[config.mk]
export PLATFORM = sky130hd
export DESIGN_NAME = booth_mult
export DESIGN_NICKNAME = d
export VERILOG_FILES = /design/src/rtl/booth_pkg.sv /design/src/rtl/booth_pp_gen.sv /design/src/rtl/booth_csa_reduce.sv /design/src/rtl/booth_cla_adder.sv /design/src/rtl/booth_mult.sv
export SDC_FILE = /design/constraint.sdc
export NUM_CORES = 1
export LEC_CHECK = 0
export BUFFER_PORTS_ARGS = -buffer_cell sky130_fd_sc_hd__buf_2
export CAP_MARGIN = 0
export CORE_ASPECT_RATIO = 0.6
export CORE_MARGIN = 2
export CORE_UTILIZATION = 58
export DETAILED_ROUTE_END_ITERATION = 16
export PLACE_DENSITY = 0.9
export SLEW_MARGIN = 15
export SYNTH_ARGS = -nofsm -noshare
export SYNTH_HDL_FRONTEND = slang
export SYNTH_SLANG_ARGS = --single-unit
[constraint.sdc]
create_clock -name clk_i -period 17.6 [get_ports clk_i]
set_input_delay 4.4 -clock clk_i [delete_from_list [all_inputs] [get_ports clk_i]]
set_output_delay 4.4 -clock clk_i [all_outputs]
set_load 0.005 [all_outputs]
[src/rtl/booth_pkg.sv]
package booth_pkg;

  typedef enum logic [1:0] {
    TM_COMB     = 2'd0,
    TM_REG      = 2'd1,
    TM_PIPE     = 2'd2,
    TM_PIPE_ALT = 2'd3
  } timing_e;

  localparam int unsigned CLA_GROUP = 4;

endpackage

[src/rtl/booth_pp_gen.sv]
module booth_pp_gen #(
  parameter int unsigned WIDTH = 18,
  localparam int unsigned PW   = 2 * WIDTH,
  localparam int unsigned NG   = (WIDTH + 1) / 2
) (
  input  logic [WIDTH-1:0]        a_i,
  input  logic [WIDTH-1:0]        b_i,
  output logic [NG-1:0][PW-1:0]   rows_o,
  output logic [NG-1:0]           neg_o
);

  // b with an implicit zero below bit 0, sign-extended up to bit 2*NG
  logic [2*NG:0] b_ext;
  logic [PW-1:0] a_x1, a_x2;

  always_comb begin
    b_ext = '0;
    b_ext[WIDTH:1] = b_i;
    for (int k = WIDTH + 1; k <= 2 * NG; k++) b_ext[k] = b_i[WIDTH-1];
  end

  assign a_x1 = {{WIDTH{a_i[WIDTH-1]}}, a_i};
  assign a_x2 = a_x1 << 1;

  for (genvar i = 0; i < NG; i++) begin : g_row
    logic [2:0]    grp;
    logic          sel_one, sel_two, neg;
    logic [PW-1:0] mag;

    assign grp = b_ext[2*i+2 -: 3];

    always_comb begin
      sel_one = 1'b0;
      sel_two = 1'b0;
      neg     = 1'b0;
      unique case (grp)
        3'b001, 3'b010: sel_one = 1'b1;
        3'b011:         sel_two = 1'b1;
        3'b100:         begin sel_two = 1'b1; neg = 1'b1; end
        3'b101, 3'b110: begin sel_one = 1'b1; neg = 1'b1; end
        default:        ;
      endcase
    end

    assign mag       = sel_two ? a_x2 : (sel_one ? a_x1 : '0);
    // negative row: inverted multiple, +1 correction added by the reducer
    assign rows_o[i] = (neg ? ~mag : mag) << (2 * i);
    assign neg_o[i]  = neg;
  end

endmodule

[src/rtl/booth_csa_reduce.sv]
module booth_csa_reduce #(
  parameter int unsigned WIDTH = 18,
  localparam int unsigned PW   = 2 * WIDTH,
  localparam int unsigned NG   = (WIDTH + 1) / 2
) (
  input  logic [NG-1:0][PW-1:0] rows_i,
  input  logic [NG-1:0]         neg_i,
  output logic [PW-1:0]         sum_o,
  output logic [PW-1:0]         carry_o
);

  always_comb begin
    logic [PW-1:0] s, c, t;
    s = '0;
    // correction ones for negated rows seed the sum vector
    for (int i = 0; i < NG; i++) s[2*i] = neg_i[i];
    c = '0;
    for (int i = 0; i < NG; i++) begin
      t = s ^ c ^ rows_i[i];
      c = ((s & c) | (s & rows_i[i]) | (c & rows_i[i])) << 1;
      s = t;
    end
    sum_o   = s;
    carry_o = c;
  end

endmodule

[src/rtl/booth_cla_adder.sv]
module booth_cla_adder
  import booth_pkg::*;
#(
  parameter int unsigned N    = 36,
  localparam int unsigned GS   = CLA_GROUP,
  localparam int unsigned NGRP = (N + GS - 1) / GS,
  localparam int unsigned NP   = NGRP * GS
) (
  input  logic         clk_i,
  input  logic         rst_ni,
  input  logic [N-1:0] x_i,
  input  logic [N-1:0] y_i,
  output logic [N-1:0] sum_o
);

  logic [NP-1:0]   xp, yp, gb, pb, cb, sp;
  logic [NGRP-1:0] gg, gp;
  logic [NGRP:0]   gc;

  always_comb begin
    xp = '0;
    yp = '0;
    xp[N-1:0] = x_i;
    yp[N-1:0] = y_i;
  end

  assign gb = xp & yp;
  assign pb = xp ^ yp;

  always_comb begin
    logic c;
    // group generate / propagate
    for (int j = 0; j < NGRP; j++) begin
      gg[j] = 1'b0;
      gp[j] = 1'b1;
      for (int k = 0; k < GS; k++) begin
        gg[j] = gb[j*GS+k] | (pb[j*GS+k] & gg[j]);
        gp[j] = gp[j] & pb[j*GS+k];
      end
    end
    // group carries, then in-group carries
    gc[0] = 1'b0;
    for (int j = 0; j < NGRP; j++) gc[j+1] = gg[j] | (gp[j] & gc[j]);
    for (int j = 0; j < NGRP; j++) begin
      c = gc[j];
      for (int k = 0; k < GS; k++) begin
        cb[j*GS+k] = c;
        c = gb[j*GS+k] | (pb[j*GS+k] & c);
      end
    end
  end

  assign sp    = pb ^ cb;
  assign sum_o = sp[N-1:0];

  p_cla_sum_r8: assert property (@(posedge clk_i) disable iff (!rst_ni)
    {gc[NGRP], sp} == ({1'b0, xp} + {1'b0, yp}));

endmodule

[src/rtl/booth_mult.sv]
module booth_mult
  import booth_pkg::*;
#(
  parameter int unsigned WIDTH = 18
) (
  input  logic               clk_i,
  input  logic               rst_ni,
  input  logic               signed_i,
  input  logic [1:0]         timing_i,
  input  logic [WIDTH-1:0]   a_i,
  input  logic [WIDTH-1:0]   b_i,
  output logic [2*WIDTH-1:0] p_o
);

  localparam int unsigned PW = 2 * WIDTH;
  localparam int unsigned NG = (WIDTH + 1) / 2;

  timing_e              tm;
  logic                 pipe_sel;
  logic [WIDTH-1:0]     a_op, b_op;
  logic [NG-1:0][PW-1:0] rows;
  logic [NG-1:0]        neg;
  logic [PW-1:0]        sum_c, carry_c, sum_q, carry_q;
  logic [PW-1:0]        add_x, add_y, add_s, out_q;

  assign tm       = timing_e'(timing_i);
  assign pipe_sel = (tm == TM_PIPE) || (tm == TM_PIPE_ALT);

  // unsigned mode: clear the top bit so the signed datapath sees a magnitude
  assign a_op = signed_i ? a_i : {1'b0, a_i[WIDTH-2:0]};
  assign b_op = signed_i ? b_i : {1'b0, b_i[WIDTH-2:0]};

  booth_pp_gen #(.WIDTH(WIDTH)) u_pp_gen (
    .a_i    (a_op),
    .b_i    (b_op),
    .rows_o (rows),
    .neg_o  (neg)
  );

  booth_csa_reduce #(.WIDTH(WIDTH)) u_reduce (
    .rows_i  (rows),
    .neg_i   (neg),
    .sum_o   (sum_c),
    .carry_o (carry_c)
  );

  // first pipeline cut: between compression and final adder
  always_ff @(posedge clk_i or negedge rst_ni) begin
    if (!rst_ni) begin
      sum_q   <= '0;
      carry_q <= '0;
    end else begin
      sum_q   <= sum_c;
      carry_q <= carry_c;
    end
  end

  assign add_x = pipe_sel ? sum_q   : sum_c;
  assign add_y = pipe_sel ? carry_q : carry_c;

  booth_cla_adder #(.N(PW)) u_cla (
    .clk_i  (clk_i),
    .rst_ni (rst_ni),
    .x_i    (add_x),
    .y_i    (add_y),
    .sum_o  (add_s)
  );

  always_ff @(posedge clk_i or negedge rst_ni) begin
    if (!rst_ni) out_q <= '0;
    else         out_q <= add_s;
  end

  assign p_o = (tm == TM_COMB) ? add_s : out_q;

  // ---------------- checks ----------------
  logic [1:0]    live_q;
  logic [PW-1:0] sa, sb, ua, ub, ref_w, pp_total;

  always_ff @(posedge clk_i or negedge rst_ni) begin
    if (!rst_ni)              live_q <= '0;
    else if (live_q != 2'd3)  live_q <= live_q + 2'd1;
  end

  always_comb begin
    sa = {{WIDTH{a_i[WIDTH-1]}}, a_i};
    sb = {{WIDTH{b_i[WIDTH-1]}}, b_i};
    ua = '0;
    ub = '0;
    ua[WIDTH-2:0] = a_i[WIDTH-2:0];
    ub[WIDTH-2:0] = b_i[WIDTH-2:0];
    ref_w = signed_i ? PW'($signed(sa) * $signed(sb)) : PW'(ua * ub);
  end

  always_comb begin
    pp_total = '0;
    for (int i = 0; i < NG; i++)
      pp_total = pp_total + rows[i] + (PW'(neg[i]) << (2 * i));
  end

  p_booth_rows_r3: assert property (@(posedge clk_i) disable iff (!rst_ni)
    pp_total == ref_w);

  p_signed_comb_r1: assert property (@(posedge clk_i) disable iff (!rst_ni)
    (tm == TM_COMB && signed_i) |-> p_o == ref_w);

  p_unsigned_comb_r2: assert property (@(posedge clk_i) disable iff (!rst_ni)
    (tm == TM_COMB && !signed_i) |-> (p_o == ref_w && p_o[PW-1:PW-2] == 2'b00));

  p_reg_latency_r5: assert property (@(posedge clk_i) disable iff (!rst_ni)
    (tm == TM_REG && $past(tm) == TM_REG && live_q >= 2'd1) |-> p_o == $past(ref_w));

  p_pipe_latency_r6: assert property (@(posedge clk_i) disable iff (!rst_ni)
    (pipe_sel && ($past(timing_i) >= 2'd2) && live_q >= 2'd2) |-> p_o == $past(ref_w, 2));

endmodule

==> results.cfg, run 1 <==
[floorplanning]
die_area_mm2 = 0.0241
io_pins = 77
num_rows = 42
coreArea_mm2 = 0.0222
die_y_um = 121
start_util_pct = 59.5
dieWidth_um = 199

[yosys]
yosysWarnings = 0
synthFlopType = dfrtp_1
synth.distinct_cells = 57
synth_top_area_share_pct = 24.1
synthesis.area_mm2 = 0.0132
postSynthCellCount = 1358
async_reset_ff_share_pct = 100
syn_nets = 1640
yosys_register_bits = 98
ys_seq_area_share_pct = 18.5
synth_edf_count = 0
syn_area_per_cell_um2 = 9.74
synth_top_area_cell = fa_1
yosys-top-cells-area = fa_1 24%, dfrtp_1 19%, ha_1 7.8%

[place]
dp_hpwl_um = 27100
dp_cells = 1671
place.gp.congestion = 0.938
portBuffers = 76

[routing]
drt-pass1-iter-count = 7
drt_iter0_markers = 1072
vias_per_cell = 6.11
final_antenna_net_count = 0
routed_wl_um = 34400
wl_per_cell_um = 20.3
num_vias = 10300
drcViolationCount = 0

[timing]
finalSetupViolCount = 0
drv_slew = 0
fin_worst_skew_ps = 19.3
post-route-period-util_pct = 99.0
worstMarginPinSlew_ps = 972
hold_viol = 0
fmax_mhz = 57.4
min_period_ps = 17430
slew-limit-headroom_pct = 35.2

[clock_tree]
cts_max_level = 3
clock_latency_ps = 370
numCtsBuffers = 9
cts_hold_buffers = 0
cts.path.max_buffers = 2
clk_pin_slew_ps = 80
cts-root-buf = clkbuf_16
cts_tree = done
cts.sinks = 98

[flow_run]
maxCapViolCount = 0

[critical_path]
cp-end-kind = output pin
critPathArrivalTime_ps = 13030
criticalPathCategory = input pin to output pin
cp-start-kind = input pin
worstPathMaxFanout = 3
cp_data_required_time_ps = 13200

[global_route]
grt_start_max_net_pins = 76
grtUsageMet3_pct = 8.12
busiest_layer = met1
overflow = 0
grt_pass1_vias = 10400
grtUsageMet2_pct = 44.0
antenna_found_initial = 1
grt_use_total_pct = 30.1
grt_pass1_wl_um = 55800
met1_usage_pct = 45.0

[layout]
multi_input_area_mm2 = 0.00962
nFillCells = 1684
seq_area_mm2 = 0.00245
stdcell_count = 1692
area_delta_synth_final_pct = 7.05
nets = 1660
drive_gt1_share_pct = 16.5

[status]
status = finished clean

[hold_path]
hold_path_class = register to register
[final cells by class]
class,instances,share of cell area (%)
clock buffers,9,1.59
well taps,308,2.72
clock inverters,7,0.698
multi-input cells,983,67.9
repair buffers,131,5.66
flip-flops and latches,98,17.3
diodes,1,0.0177
inverters,155,4.11
[through the flow]
step                setup TNS [ps]  hold WS (ps)  setup slack, ps  cell area [um^2]  utilization [%]
global route                 -23.2           498            -17.1             14200             63.7
detailed placement               0           456             7.05             13800             61.9
global placement                 0           433              248             13800             61.9
CTS                              0           474             53.4             14100             63.4
floorplan                        0           430              240             13200                -
finish                           0           482              174             14200             63.7
[flip-flops by register name (all words and copies together), names as in the netlist]
signal,flops
carry_q,27
sum_q,35
out_q,36
[cells by family after synthesis]
group           synth area share, %
simple gates                   8.12
xor+xnor                       10.9
fa+ha+maj                      32.0
buf+inv                        9.25
flops                          18.5
mux                            8.54
compound gates                 12.7
[placed cells by master, fill, tap and decap left out, types with 42 or more instances in the layout]
master | netlist | layout
fa_1 | 159 | 158
inv_1 | 155 | 154
nor2_1 | 135 | 135
dfrtp_1 | 98 | 98
ha_1 | 82 | 82
xnor2_1 | 81 | 81
xor2_1 | 74 | 74
buf_2 | 68 | 74
nand2_1 | 70 | 69
buf_4 | 8 | 55
mux2i_1 | 53 | 51
a221oi_1 | 50 | 50
o21ai_0 | 43 | 42
[worst max-delay path, stage by stage]
cell and delay (ps):
buf_2 110, inv_1 70, ha_1 250, o311ai_4 330, inv_2 110, ha_1 210, fa_1 510, inv_1 50
fa_1 500, fa_1 460, fa_1 540, fa_1 470, fa_1 550, fa_1 450, fa_1 510, inv_1 80
mux2i_2 190, inv_1 80, ha_1 300, nand4_1 210, o311ai_4 370, o211ai_1 160, fa_2 430, fa_1 450
fa_1 430, xnor3_1 390, mux2_2 270, buf_2 130
[worst paths after layout]
kind | start | end | slack (ps) | cells after the start
max | b_i[15] | p_o[35] | 170 | 28
min | sum_q[0] | out_q[0] | 480 | 2
max reg2reg | carry_q[9] | out_q[35] | 13280 | 13
min reg2reg | sum_q[0] | out_q[0] | 480 | 2
max in group asynchronous | rst_ni | sum_q[9] | 12390 | 2
min in group asynchronous | rst_ni | sum_q[24] | 3920 | 1
[metal layers]
| metal | vias up | routed length, um | part of all wire, % |
|---|---|---|---|
| li1 | 4533 | - | - |
| met1 | 5137 | 14800 | 43 |
| met2 | 619 | 14900 | 43 |
| met3 | 53 | 4200 | 12 |
| met4 | 0 | 565 | 1.6 |
| met5 | - | 0 | 0 |
[synth_stat cells, drive strengths merged (13+ instances only)]
cell type and number:
mux2 48, inv 155, mux2i 54, a211oi 31, o21ai 46, ha 82, a21oi 18, o221a 13
dfrtp 98, xor2 74, and2 21, nand2 72, xnor2 84, a22o 16, fa 159, a22oi 14
buf 87, a221oi 50, nor2 138, clkbuf 35
[repair_timing]
item                                    4_1_cts  5_1_grt
pin swaps                                     0        5
gates resized for setup                       1       12
endpoints found under the setup margin        1        7
hold endpoints to repair                      0        0
buffers inserted                              0        4
Power of run 1 is not shown: default switching activity piles up to over one toggle a cycle in this logic, so the estimate is an artifact.
==> run 2, diff against run 1 <==
CORE_ASPECT_RATIO = 0.8   (was 0.6)
SETUP_SLACK_MARGIN = 0.3   (was not set)
==> run 2 against run 1 <==
Net effect: worst setup slack gained 280 ps; cell area grew 0.47%; critical endpoint is now p_o[23]; final cell count is 0.24% lower; critical path type unchanged; largest cell class unchanged; count of clock-buffer cells in the layout is 1 higher; die area shrank 0.13%.
==> results.cfg, run 2 (synthesized netlist as in run 1, its figures left out) <==
[status]
status = finished clean

[critical_path]
ff2ff_setup_slack_ps = 13460
worstPathMaxFanout = 3
crit_top_cell = fa_1
criticalPathCategory = input pin to output pin
critPathArrivalTime_ps = 12750
r2r-start = sum_q[9]
max_stage_delay_ps = 590
cp-end-kind = output pin
crit_start = b_i[16]
crit_end = p_o[23]
critPathTopFamily = adder cells
crit_slowest_cell = fa_1
cp_data_required_time_ps = 13200
cp.depth = 27
critPathBufInv = 7
reg2reg_to = out_q[30]
worstRegToRegCells = 14
cp-start-kind = input pin

[clock_tree]
clk_pin_slew_ps = 80
cts_max_level = 3
cts_hold_buffers = 0
cts.sinks = 98
cts-root-buf = clkbuf_16
cts_tree = done
clock_latency_ps = 370
numCtsBuffers = 9
cts.path.max_buffers = 2

[global_route]
grt_pass1_wl_um = 56200
grt_use_total_pct = 29.2
grt_start_max_net_pins = 73
grt_pass1_vias = 10500
antenna_found_initial = 1
overflow = 0

[routing]
vias_per_cell = 6.08
top_layer = met4
wl_met3_um = 3250
final_antenna_net_count = 0
num_vias = 10300
drt-pass1-iter-count = 6
drt_iter0_markers = 1353
routed_wl_um = 34700
wl_per_cell_um = 20.6
met2_length_um = 16400
drcViolationCount = 0
wl_met1_um = 14000

[flow_run]
maxCapViolCount = 0

[layout]
nFillCells = 1694
largest_reg_flops = 36
final_cell_mix = 152 x inv_1, 150 x fa_1, 135 x nor2_1
area_delta_synth_final_pct = 7.55
mostFrequentLayoutCell = inv_1
nets = 1658
top_register = out_q
top_regs = out_q (36), sum_q (35), carry_q (27)
stdcell_count = 1688
drive_gt1_share_pct = 17.6

[place]
dp_hpwl_um = 25700
place.gp.congestion = 0.943
pre_cts_slack_ps = 27.5
portBuffers = 76
dp_cells = 1665

[timing]
drv_slew = 0
finalSetupViolCount = 0
slew-limit-headroom_pct = 39.8
rsz0062_at_grt = true
fin_worst_skew_ps = 13.7
min_period_ps = 17150
fin_setup_tns_ps = 0
hold_viol = 0
post-route-period-util_pct = 97.4
worst_slack_ps = 454
worstMarginPinSlew_ps = 904
fmax_mhz = 58.3

[floorplanning]
start_util_pct = 59.0
die_area_mm2 = 0.0240
io_pins = 77
num_rows = 49
coreArea_mm2 = 0.0224
dieWidth_um = 173
die_y_um = 139

[hold_path]
hold_path_class = register to register
-- run 2: cell count changes in the layout (fill, tap and decap cells not counted), sizes merged --
cell    before  now
buf        130  129
clkinv       3    0
inv        157  159
-- run 2: worst register-to-register path, cell delays in order, from the launching register on --
cell and delay [ps]:
dfrtp_1 340, mux2_2 140, ha_1 160, inv_1 70, fa_1 460, fa_2 420, and4b_1 310, a2111oi_2 90
o311ai_4 350, buf_6 170, a31oi_2 100, fa_2 400, fa_2 390, fa_2 580, inv_1 40
-- run 2: timing repair --
action,CTS,global route
pin swaps,4,18
gates cloned,0,0
gates resized for setup,9,29
endpoints found under the setup margin,5,5
buffers inserted,4,2
-- run 2: through the flow --
| stage | area [um^2] | util, % | hold slack [ps] |
|---|---|---|---|
| after global routing | 14200 | 63.4 | 503 |
| after global placement | 13700 | 61.2 | 435 |
| after floorplan | 13200 | - | 430 |
| after detailed placement | 13700 | 61.2 | 467 |
| after CTS | 14100 | 62.8 | 487 |
| final | 14200 | 63.4 | 486 |
-- run 2: worst min path at each step --
| stage | slack, ps | startpoint | depth (start not counted) | end |
|---|---|---|---|---|
| 2_1_floorplan | 430 | sum_q[0] | 2 | out_q[0] |
| 3_3_place_gp | 430 | sum_q[0] | 2 | out_q[0] |
| 3_5_place_dp | 470 | sum_q[3] | 1 | out_q[3] |
| 4_1_cts | 490 | sum_q[0] | 2 | out_q[0] |
| 5_1_grt | 500 | sum_q[8] | 1 | out_q[8] |
| 6_report | 490 | sum_q[0] | 2 | out_q[0] |
-- run 2: area by class of cell --
class / instances / area, um^2 / share of cell area [%]
Inverter: 155 / 582 / 4.09
Multi-Input combinational cell: 983 / 9690 / 68.1
Timing Repair Buffer: 129 / 818 / 5.75
Antenna cell: 1 / 2.50 / 0.0176
Clock inverter: 6 / 77.6 / 0.545
Tap cell: 306 / 383 / 2.69
Clock buffer: 10 / 229 / 1.61
Sequential cell: 98 / 2450 / 17.2
-- run 2: routing by layer --
layer  global-route usage [%]  up-vias
met4                     9.28        0
met3                     6.20       96
met2                     46.8      571
met5                        0        -
li1                         -     4525
met1                     40.0     5073
Power of run 2 is left out for the same reason.
